### src/rtl/ccr_pkg.sv
package ccr_pkg;

    typedef enum logic [1:0] {
        CM_OFF    = 2'b00,
        CM_FROZEN = 2'b01,
        CM_RSVD   = 2'b10,
        CM_ON     = 2'b11
    } cmode_e;

    typedef enum logic [1:0] {
        SZ_BYTE  = 2'd0,
        SZ_HALF  = 2'd1,
        SZ_WORD  = 2'd2,
        SZ_DWORD = 2'd3
    } acc_size_e;

    typedef enum logic [1:0] {
        RS_CTRL,
        RS_ICFG,
        RS_DCFG,
        RS_NONE
    } reg_sel_e;

    localparam int unsigned WORD_W     = 32;
    localparam int unsigned NUM_CACHES = 2;
    localparam int unsigned FRZ_BASE   = 4;
    localparam int unsigned BIT_IFLUSH = 21;
    localparam int unsigned BIT_DFLUSH = 22;

    // bits that never hold state in the control word
    localparam logic [WORD_W-1:0] ZERO_MASK =
        (32'd1 << 14) | (32'd1 << 15) | (32'd1 << 16) |
        (32'd1 << BIT_IFLUSH) | (32'd1 << BIT_DFLUSH);

    function automatic cmode_e apply_freeze(cmode_e cur, logic en, logic evt);
        if (evt && en && cur == CM_ON) return CM_FROZEN;
        return cur;
    endfunction

endpackage

### src/rtl/ccr_decode.sv
module ccr_decode
    import ccr_pkg::*;
#(
    parameter int unsigned ADDR_W   = 8,
    parameter int unsigned OFF_CTRL = 0,
    parameter int unsigned OFF_ICFG = 4,
    parameter int unsigned OFF_DCFG = 8
) (
    input  logic              sel,
    input  logic              wr_en,
    input  logic [ADDR_W-1:0] offset,
    input  logic [1:0]        size,
    output reg_sel_e          rsel,
    output logic              rd_en,
    output logic              ctrl_wr
);
    logic word_ok;

    always_comb begin
        word_ok = (size == SZ_WORD);
        if (offset == ADDR_W'(OFF_CTRL))      rsel = RS_CTRL;
        else if (offset == ADDR_W'(OFF_ICFG)) rsel = RS_ICFG;
        else if (offset == ADDR_W'(OFF_DCFG)) rsel = RS_DCFG;
        else                                  rsel = RS_NONE;
        rd_en   = sel && !wr_en && word_ok;
        ctrl_wr = sel && wr_en && word_ok && (rsel == RS_CTRL);
    end
endmodule

### src/rtl/ccr_ctrl_reg.sv
module ccr_ctrl_reg
    import ccr_pkg::*;
(
    input  logic              clk,
    input  logic              rst,
    input  logic              ctrl_wr,
    input  logic [WORD_W-1:0] wdata,
    input  logic              irq_taken,
    output logic [WORD_W-1:0] ctrl_q,
    output logic              iflush_req,
    output logic              dflush_req
);
    logic [WORD_W-1:0] base_val;
    logic [WORD_W-1:0] next_val;

    always_comb begin
        base_val = ctrl_wr ? (wdata & ~ZERO_MASK) : ctrl_q;
    end

    // one freeze slice per cache: mode field at [2g+1:2g], enable at FRZ_BASE+g
    generate
        for (genvar g = 0; g < NUM_CACHES; g++) begin : g_frz
            always_comb begin
                next_val[2*g +: 2] = apply_freeze(cmode_e'(base_val[2*g +: 2]),
                                                  base_val[FRZ_BASE+g], irq_taken);
            end
        end
    endgenerate

    always_comb begin
        next_val[WORD_W-1:2*NUM_CACHES] = base_val[WORD_W-1:2*NUM_CACHES];
    end

    always_ff @(posedge clk) begin
        if (rst) begin
            ctrl_q     <= '0;
            iflush_req <= 1'b0;
            dflush_req <= 1'b0;
        end else begin
            ctrl_q     <= next_val;
            iflush_req <= ctrl_wr && wdata[BIT_IFLUSH];
            dflush_req <= ctrl_wr && wdata[BIT_DFLUSH];
        end
    end

    assert_ifreeze_R3: assert property (@(posedge clk) disable iff (rst)
        (irq_taken && !ctrl_wr && ctrl_q[FRZ_BASE] && ctrl_q[1:0] == 2'b11)
        |=> ctrl_q[1:0] == 2'b01);

    assert_dfreeze_R4: assert property (@(posedge clk) disable iff (rst)
        (irq_taken && !ctrl_wr && ctrl_q[FRZ_BASE+1] && ctrl_q[3:2] == 2'b11)
        |=> ctrl_q[3:2] == 2'b01);

    assert_keep_imode_R5: assert property (@(posedge clk) disable iff (rst)
        (irq_taken && !ctrl_wr && ctrl_q[1:0] != 2'b11) |=> $stable(ctrl_q[1:0]));

    assert_zero_bits_R6: assert property (@(posedge clk) disable iff (rst)
        (ctrl_q & ZERO_MASK) == '0);

    assert_idle_hold_R8: assert property (@(posedge clk) disable iff (rst)
        (!ctrl_wr && !irq_taken) |=> $stable(ctrl_q));

    assert_iflush_src_R10: assert property (@(posedge clk) disable iff (rst)
        iflush_req |-> $past(ctrl_wr && wdata[BIT_IFLUSH]));

    assert_dflush_src_R10: assert property (@(posedge clk) disable iff (rst)
        dflush_req |-> $past(ctrl_wr && wdata[BIT_DFLUSH]));
endmodule

### src/rtl/ccr_rdmux.sv
module ccr_rdmux
    import ccr_pkg::*;
#(
    parameter logic [WORD_W-1:0] ICFG_WORD = 32'h1022_0000,
    parameter logic [WORD_W-1:0] DCFG_WORD = 32'h1822_0000
) (
    input  logic              rd_en,
    input  reg_sel_e          rsel,
    input  logic [WORD_W-1:0] ctrl_q,
    output logic [WORD_W-1:0] rdata
);
    always_comb begin
        rdata = '0;
        if (rd_en) begin
            unique case (rsel)
                RS_CTRL: rdata = ctrl_q;
                RS_ICFG: rdata = ICFG_WORD;
                RS_DCFG: rdata = DCFG_WORD;
                default: rdata = '0;
            endcase
        end
    end
endmodule

### src/rtl/cache_mode_ctl.sv
module cache_mode_ctl
    import ccr_pkg::*;
#(
    parameter int unsigned       ADDR_W    = 8,
    parameter int unsigned       OFF_CTRL  = 0,
    parameter int unsigned       OFF_ICFG  = 4,
    parameter int unsigned       OFF_DCFG  = 8,
    parameter logic [WORD_W-1:0] ICFG_WORD = 32'h1022_0000,
    parameter logic [WORD_W-1:0] DCFG_WORD = 32'h1822_0000
) (
    input  logic              clk,
    input  logic              rst,
    input  logic              sel,
    input  logic              wr_en,
    input  logic [ADDR_W-1:0] offset,
    input  logic [1:0]        size,
    input  logic [WORD_W-1:0] wdata,
    output logic [WORD_W-1:0] rdata,
    input  logic              irq_taken,
    output logic [1:0]        imode,
    output logic [1:0]        dmode,
    output logic              iflush_req,
    output logic              dflush_req
);
    reg_sel_e          rsel;
    logic              rd_en;
    logic              ctrl_wr;
    logic [WORD_W-1:0] ctrl_q;

    ccr_decode #(
        .ADDR_W(ADDR_W), .OFF_CTRL(OFF_CTRL), .OFF_ICFG(OFF_ICFG), .OFF_DCFG(OFF_DCFG)
    ) u_dec (
        .sel(sel), .wr_en(wr_en), .offset(offset), .size(size),
        .rsel(rsel), .rd_en(rd_en), .ctrl_wr(ctrl_wr)
    );

    ccr_ctrl_reg u_ctrl (
        .clk(clk), .rst(rst), .ctrl_wr(ctrl_wr), .wdata(wdata), .irq_taken(irq_taken),
        .ctrl_q(ctrl_q), .iflush_req(iflush_req), .dflush_req(dflush_req)
    );

    ccr_rdmux #(.ICFG_WORD(ICFG_WORD), .DCFG_WORD(DCFG_WORD)) u_rd (
        .rd_en(rd_en), .rsel(rsel), .ctrl_q(ctrl_q), .rdata(rdata)
    );

    assign imode = ctrl_q[1:0];
    assign dmode = ctrl_q[3:2];

    assert_badsize_rd_R8: assert property (@(posedge clk) disable iff (rst)
        (sel && !wr_en && size != SZ_WORD) |-> rdata == '0);

    assert_icfg_rd_R7: assert property (@(posedge clk) disable iff (rst)
        (sel && !wr_en && size == SZ_WORD && offset == ADDR_W'(OFF_ICFG))
        |-> rdata == ICFG_WORD);

    assert_badoff_rd_R9: assert property (@(posedge clk) disable iff (rst)
        (sel && !wr_en && offset != ADDR_W'(OFF_CTRL) && offset != ADDR_W'(OFF_ICFG)
         && offset != ADDR_W'(OFF_DCFG)) |-> rdata == '0);
endmodule

### config.mk
export PLATFORM = sky130hd
export DESIGN_NAME = cache_mode_ctl
export DESIGN_NICKNAME = d
export VERILOG_FILES = /design/src/rtl/ccr_pkg.sv /design/src/rtl/ccr_decode.sv /design/src/rtl/ccr_ctrl_reg.sv /design/src/rtl/ccr_rdmux.sv /design/src/rtl/cache_mode_ctl.sv
export SDC_FILE = /design/constraint.sdc
export NUM_CORES = 1
export LEC_CHECK = 0
export BUFFER_PORTS_ARGS = -buffer_cell sky130_fd_sc_hd__buf_2
export CAP_MARGIN = 10
export CORE_ASPECT_RATIO = 0.9
export CORE_MARGIN = 1
export CORE_UTILIZATION = 31
export CTS_CLUSTER_SIZE = 24
export DETAILED_ROUTE_END_ITERATION = 16
export SYNTH_ARGS = -nofsm -noshare
export SYNTH_HDL_FRONTEND = slang
export SYNTH_SLANG_ARGS = --single-unit
### constraint.sdc
create_clock -name clk -period 1.8 [get_ports clk]
set_input_delay 0.18 -clock clk [delete_from_list [all_inputs] [get_ports clk]]
set_output_delay 0.18 -clock clk [all_outputs]
set_load 0.005 [all_outputs]
; ---- Word level (Yosys, flattened, before mapping)
; Index checks and enable logic that the tools add are counted.
[classes]
n_eq_ne = 7
n_mux = 12
reduce_logical = 14
[op_table]
columns = op, count
row1 = $pmux W32 S3, 1
row2 = $mux W32, 1
row3 = $mux W2, 6
row4 = $logic_and A1 B1 Y1, 11
row5 = $eq A2 B2 Y1 const B, 4
row6 = $eq A8 B3 Y1 const B, 1
row7 = $eq A8 B4 Y1 const B, 1
row8 = $logic_not A8 Y1, 1
row9 = $mux W6, 1
row10 = $mux W1, 3
row11 = $eq A2 B1 Y1 const B, 1
row12 = $logic_not A2 Y1, 1
row13 = $logic_not A1 Y1, 1
[word_totals]
register_bits = 29
inputBits = 47

; ---- Depth between registers and ports, before layout
[logic_depth]
depth_word = 11
mapped_depth = 10
depth_no_buf = 8

; ---- Hierarchy
; From an unflattened synthesis, not the netlist that was laid out.
[unflattened]
cells_unflattened = 157
hier_area_um2 = 1488.9
[by_module_without_submodules]
columns = module, instances, cells_per_inst, area_each_um2
row1 = ccr_ctrl_reg, 1, 101, 1104.8
row2 = ccr_rdmux, 1, 47, 315.3
row3 = ccr_decode, 1, 9, 68.8

; ---- Least setup slack after synthesis
; Ideal clock, no wire load.
[synth_timing]
path_type = input port to output port
startpoint = input port offset[1]
endpoint = output port rdata[10]
arrival_ps = 1485
path_slack_ps = 135
cell_stages = 7
cell_sequence = nor4_1 > nand2_1 > nor2_1 > ha_1 > clkbuf_1 > clkbuf_1 > and3_1
[synth_via]
elab_chain_len = 7
word_cells_on_any_way = 11
classes_between = eq/ne: 4 / mux: 5 / reduce/logical: 2
[synth_lines]
columns = element, line
row1 = start: declaration, cache_mode_ctl.sv:15  ; input logic [ADDR_W-1:0] offset,
row2 = $eq A8 B4 Y1, ccr_decode.sv:23  ; else if (offset == ADDR_W'(OFF_DCFG)) rsel = RS_DCFG;
row3 = $mux W1, ccr_decode.sv:23
row4 = $mux W2, ccr_decode.sv:22  ; else if (offset == ADDR_W'(OFF_ICFG)) rsel = RS_ICFG;
row5 = $mux W2 (*), ccr_decode.sv:21  ; if (offset == ADDR_W'(OFF_CTRL)) rsel = RS_CTRL;
row6 = $eq A2 B2 Y1 (tied with other cells), ccr_rdmux.sv:15  ; unique case (rsel)
row7 = $pmux W32 S3 (*), ccr_rdmux.sv:15
row8 = $mux W32 (*), ccr_rdmux.sv:14  ; if (rd_en) begin
row9 = end: declaration, cache_mode_ctl.sv:18  ; output logic [WORD_W-1:0] rdata,
; Every way passes the cells marked *; elsewhere a longest branch is shown, timed or not.

; ---- Worst setup path after layout
[layout_timing]
startpoint = input port offset[1]
endpoint = output port rdata[17]
; Same word-level chain as after synthesis.

==> results_dict.tcl <==
set metrics [dict create \
    grt_use_total_pct 15.20 \
    firstDrtPassIters 4 \
    finalWeightedCongestion 0.7542 \
    finalSetupViolCount 0 \
    synthArstFlopShare_pct 0 \
    period_needed_ns 1.768 \
    clockBufferDepth 2 \
    root_buffer "clkbuf_8" \
    grt_overflow 0 \
    dieArea_um2 4844 \
    status "finished clean" \
    synth_area_um2 1416 \
    vias_per_cell 4.532 \
    fin_skew_ns 0.005023 \
    coreArea_um2 4239 \
    synth_cell_types 23 \
    yosysTopAreaCell "dfxtp_1" \
    synth_top_area_share_pct 40.99 \
    fin_cells 327 \
    antenna_left 0 \
    cp.arrival_ns 1.59 \
    die_w_um 73.25 \
    rsz0062_at_grt "true" \
    worstPathMaxFanout 4 \
    cp.required_ns 1.62 \
    clock_latency_ns 0.27 \
    worst_hold_path_type "primary input to flip-flop" \
    final.setup.tns_ns 0 \
    end_kind "output port" \
    synthFlopType "dfxtp_1" \
    power_mw 1.231 \
    p_per_area_nw_per_um2 609.7 \
    post-place-cells 318 \
    grt_start_max_net_pins 18 \
    antenna_found_initial 0 \
    leakagePower_nw 0.9976 \
    wl_per_cell_um 11.74 \
    rows 22 \
    num_vias 1482 \
    worstSetupStartpointType "primary input" \
    utilization_pct 47.64 \
    layout_common_cells "buf_2 (75), nand2_1 (54), a21oi_1 (30)" \
    vdd_drop_max_mv 0.3450 \
    clock.fmax_mhz 565.8 \
    hold_path_depth 2 \
    final_area_um2 2019 \
    io_buffers 77 \
    synth_cells 188 \
    placed_cell_area_um2 1854 \
    grt_pass1_wl_um 5602 \
    syn_to_final_growth_pct 42.58 \
    initial_utilization_pct 33.41 \
    synth_edf_count 0 \
    r2r_setup_slack_ns 1.00 \
    ys_seq_elements 29 \
    r2r_start "u_ctrl.ctrl_q[0]$_SDFF_PP0_" \
    drt_iter0_drc 63 \
    hold_viol 0 \
    avgSynthCellArea_um2 7.534 \
    yosys-top-cells-area "dfxtp_1 (41%), nand2_1 (15%), and3_1 (11%)" \
    yosysSeqAreaShare_pct 40.99 \
    rr_worst_depth 3 \
    nNetsFinal 315 \
    numCtsBuffers 5 \
    h-tree-depth 2 \
    cts_tree "yes" \
    die_h_um 66.13 \
    r2r_end "u_ctrl.ctrl_q[1]$_SDFF_PP0_" \
    diodes 0 \
    slew_viol_final 0 \
    drv_cap 0 \
    holdPathEnd "u_ctrl.ctrl_q[3]$_SDFF_PP0_" \
    io_pins 85 \
    cts.sinks 29 \
    wl_um 3839 \
    dp_hpwl_um 2815 \
    worstHoldStart "irq_taken" \
    yosys_warnings 0 \
    clk_pin_slew_ns 0.06 \
    grt_pass1_vias 1236 \
    post-route-period-util_pct 98.20 \
    layout_commonest_cell "buf_2" \
    layout-drive-gt1-share_pct 40.45 \
    drc_errors 0 \
    cts-hold-fix-buffers 0 \
    crit_type "primary input to output port" \
]
[per-layer routing]
metal | global-route usage, % | vias up | routed length, um
met3 | 5.488 | 4 | 257
met4 | 3.676 | 0 | 20
met1 | 19.13 | 653 | 1840
met5 | 0 | - | 0
met2 | 24.54 | 53 | 1721
li1 | - | 772 | -
[worst max-delay path by stage]
stage | start | endpoint | slack (ns) | cells past startpoint
2_1_floorplan | offset[1] | rdata[10] | 0.13 | 7
6_report | offset[1] | rdata[17] | 0.03 | 9
4_1_cts | offset[1] | rdata[27] | -0.03 | 9
3_3_place_gp | offset[1] | u_ctrl.ctrl_q[13]$_SDFFE_PP0N_ | -0.08 | 10
5_1_grt | offset[1] | rdata[27] | -0.07 | 9
3_5_place_dp | offset[1] | u_ctrl.ctrl_q[20]$_SDFFE_PP0N_ | -0.09 | 10
[power breakdown]
part / switching (mW) / internal (mW) / total (mW)
registers: 0.00000159 / 0.642 / 0.642
logic: 0.0453 / 0.0459 / 0.0912
clock network: 0.231 / 0.267 / 0.498
total: 0.276 / 0.955 / 1.23
[flip-flops by register name (all words and copies together) (netlist names)]
name / count
u_ctrl.ctrl_q: 27
u_ctrl.dflush_req: 1
u_ctrl.iflush_req: 1
[Yosys cell counts (3+ instances only)]
cell type and instances:
and3_1 26, buf_4 9, nor2_1 4, clkbuf_1 7
nor4_1 4, buf_2 3, inv_1 3, nand2_1 55
dfxtp_1 29, a21oi_1 31
[repair_timing]
action | 4_1_cts | 5_1_grt
buffers inserted | 0 | 1
pin swaps | 0 | 5
endpoints found under the setup margin | 3 | 4
gates resized for setup | 4 | 11
endpoints found under the hold margin | 0 | 0
[worst max-delay path, cell delays in order]
cell and delay, ns:
buf_6 0.10, nor4_4 0.26, nand2_2 0.14, nor2_4 0.16, ha_4 0.17, buf_8 0.10, a21oi_2 0.04, nor4_1 0.27
buf_2 0.17
[metrics by stage]
step	hold slack [ns]	worst slack [ns]
floorplan	0.2725	0.1348
global placement	0.4021	-0.08378
detailed placement	0.3963	-0.08963
CTS	0.1086	-0.03437
global route	0.1186	-0.07153
finish	0.1186	0.03247
[logic make-up after synthesis]
| logic type | synth area share, % |
|---|---|
| buffers and inverters | 10.42 |
| AO/OA/AOI/OAI | 13.25 |
| AND/OR/NAND/NOR | 32.51 |
| other | 0.2648 |
| adder cells (fa/ha/maj) | 1.767 |
| multiplexers | 0.7950 |
| flip-flops | 40.99 |
[area by class of cell]
class / count / area (um2)
fillers: 460 / 2220
well taps: 60 / 75.07
multi-input cells: 137 / 754.5
clock buffers: 6 / 72.57
clock inverters: 2 / 10.01
repair buffers: 90 / 515.5
inverters: 3 / 11.26
flip-flops and latches: 29 / 580.6
Power figures use the tool's default switching activity.
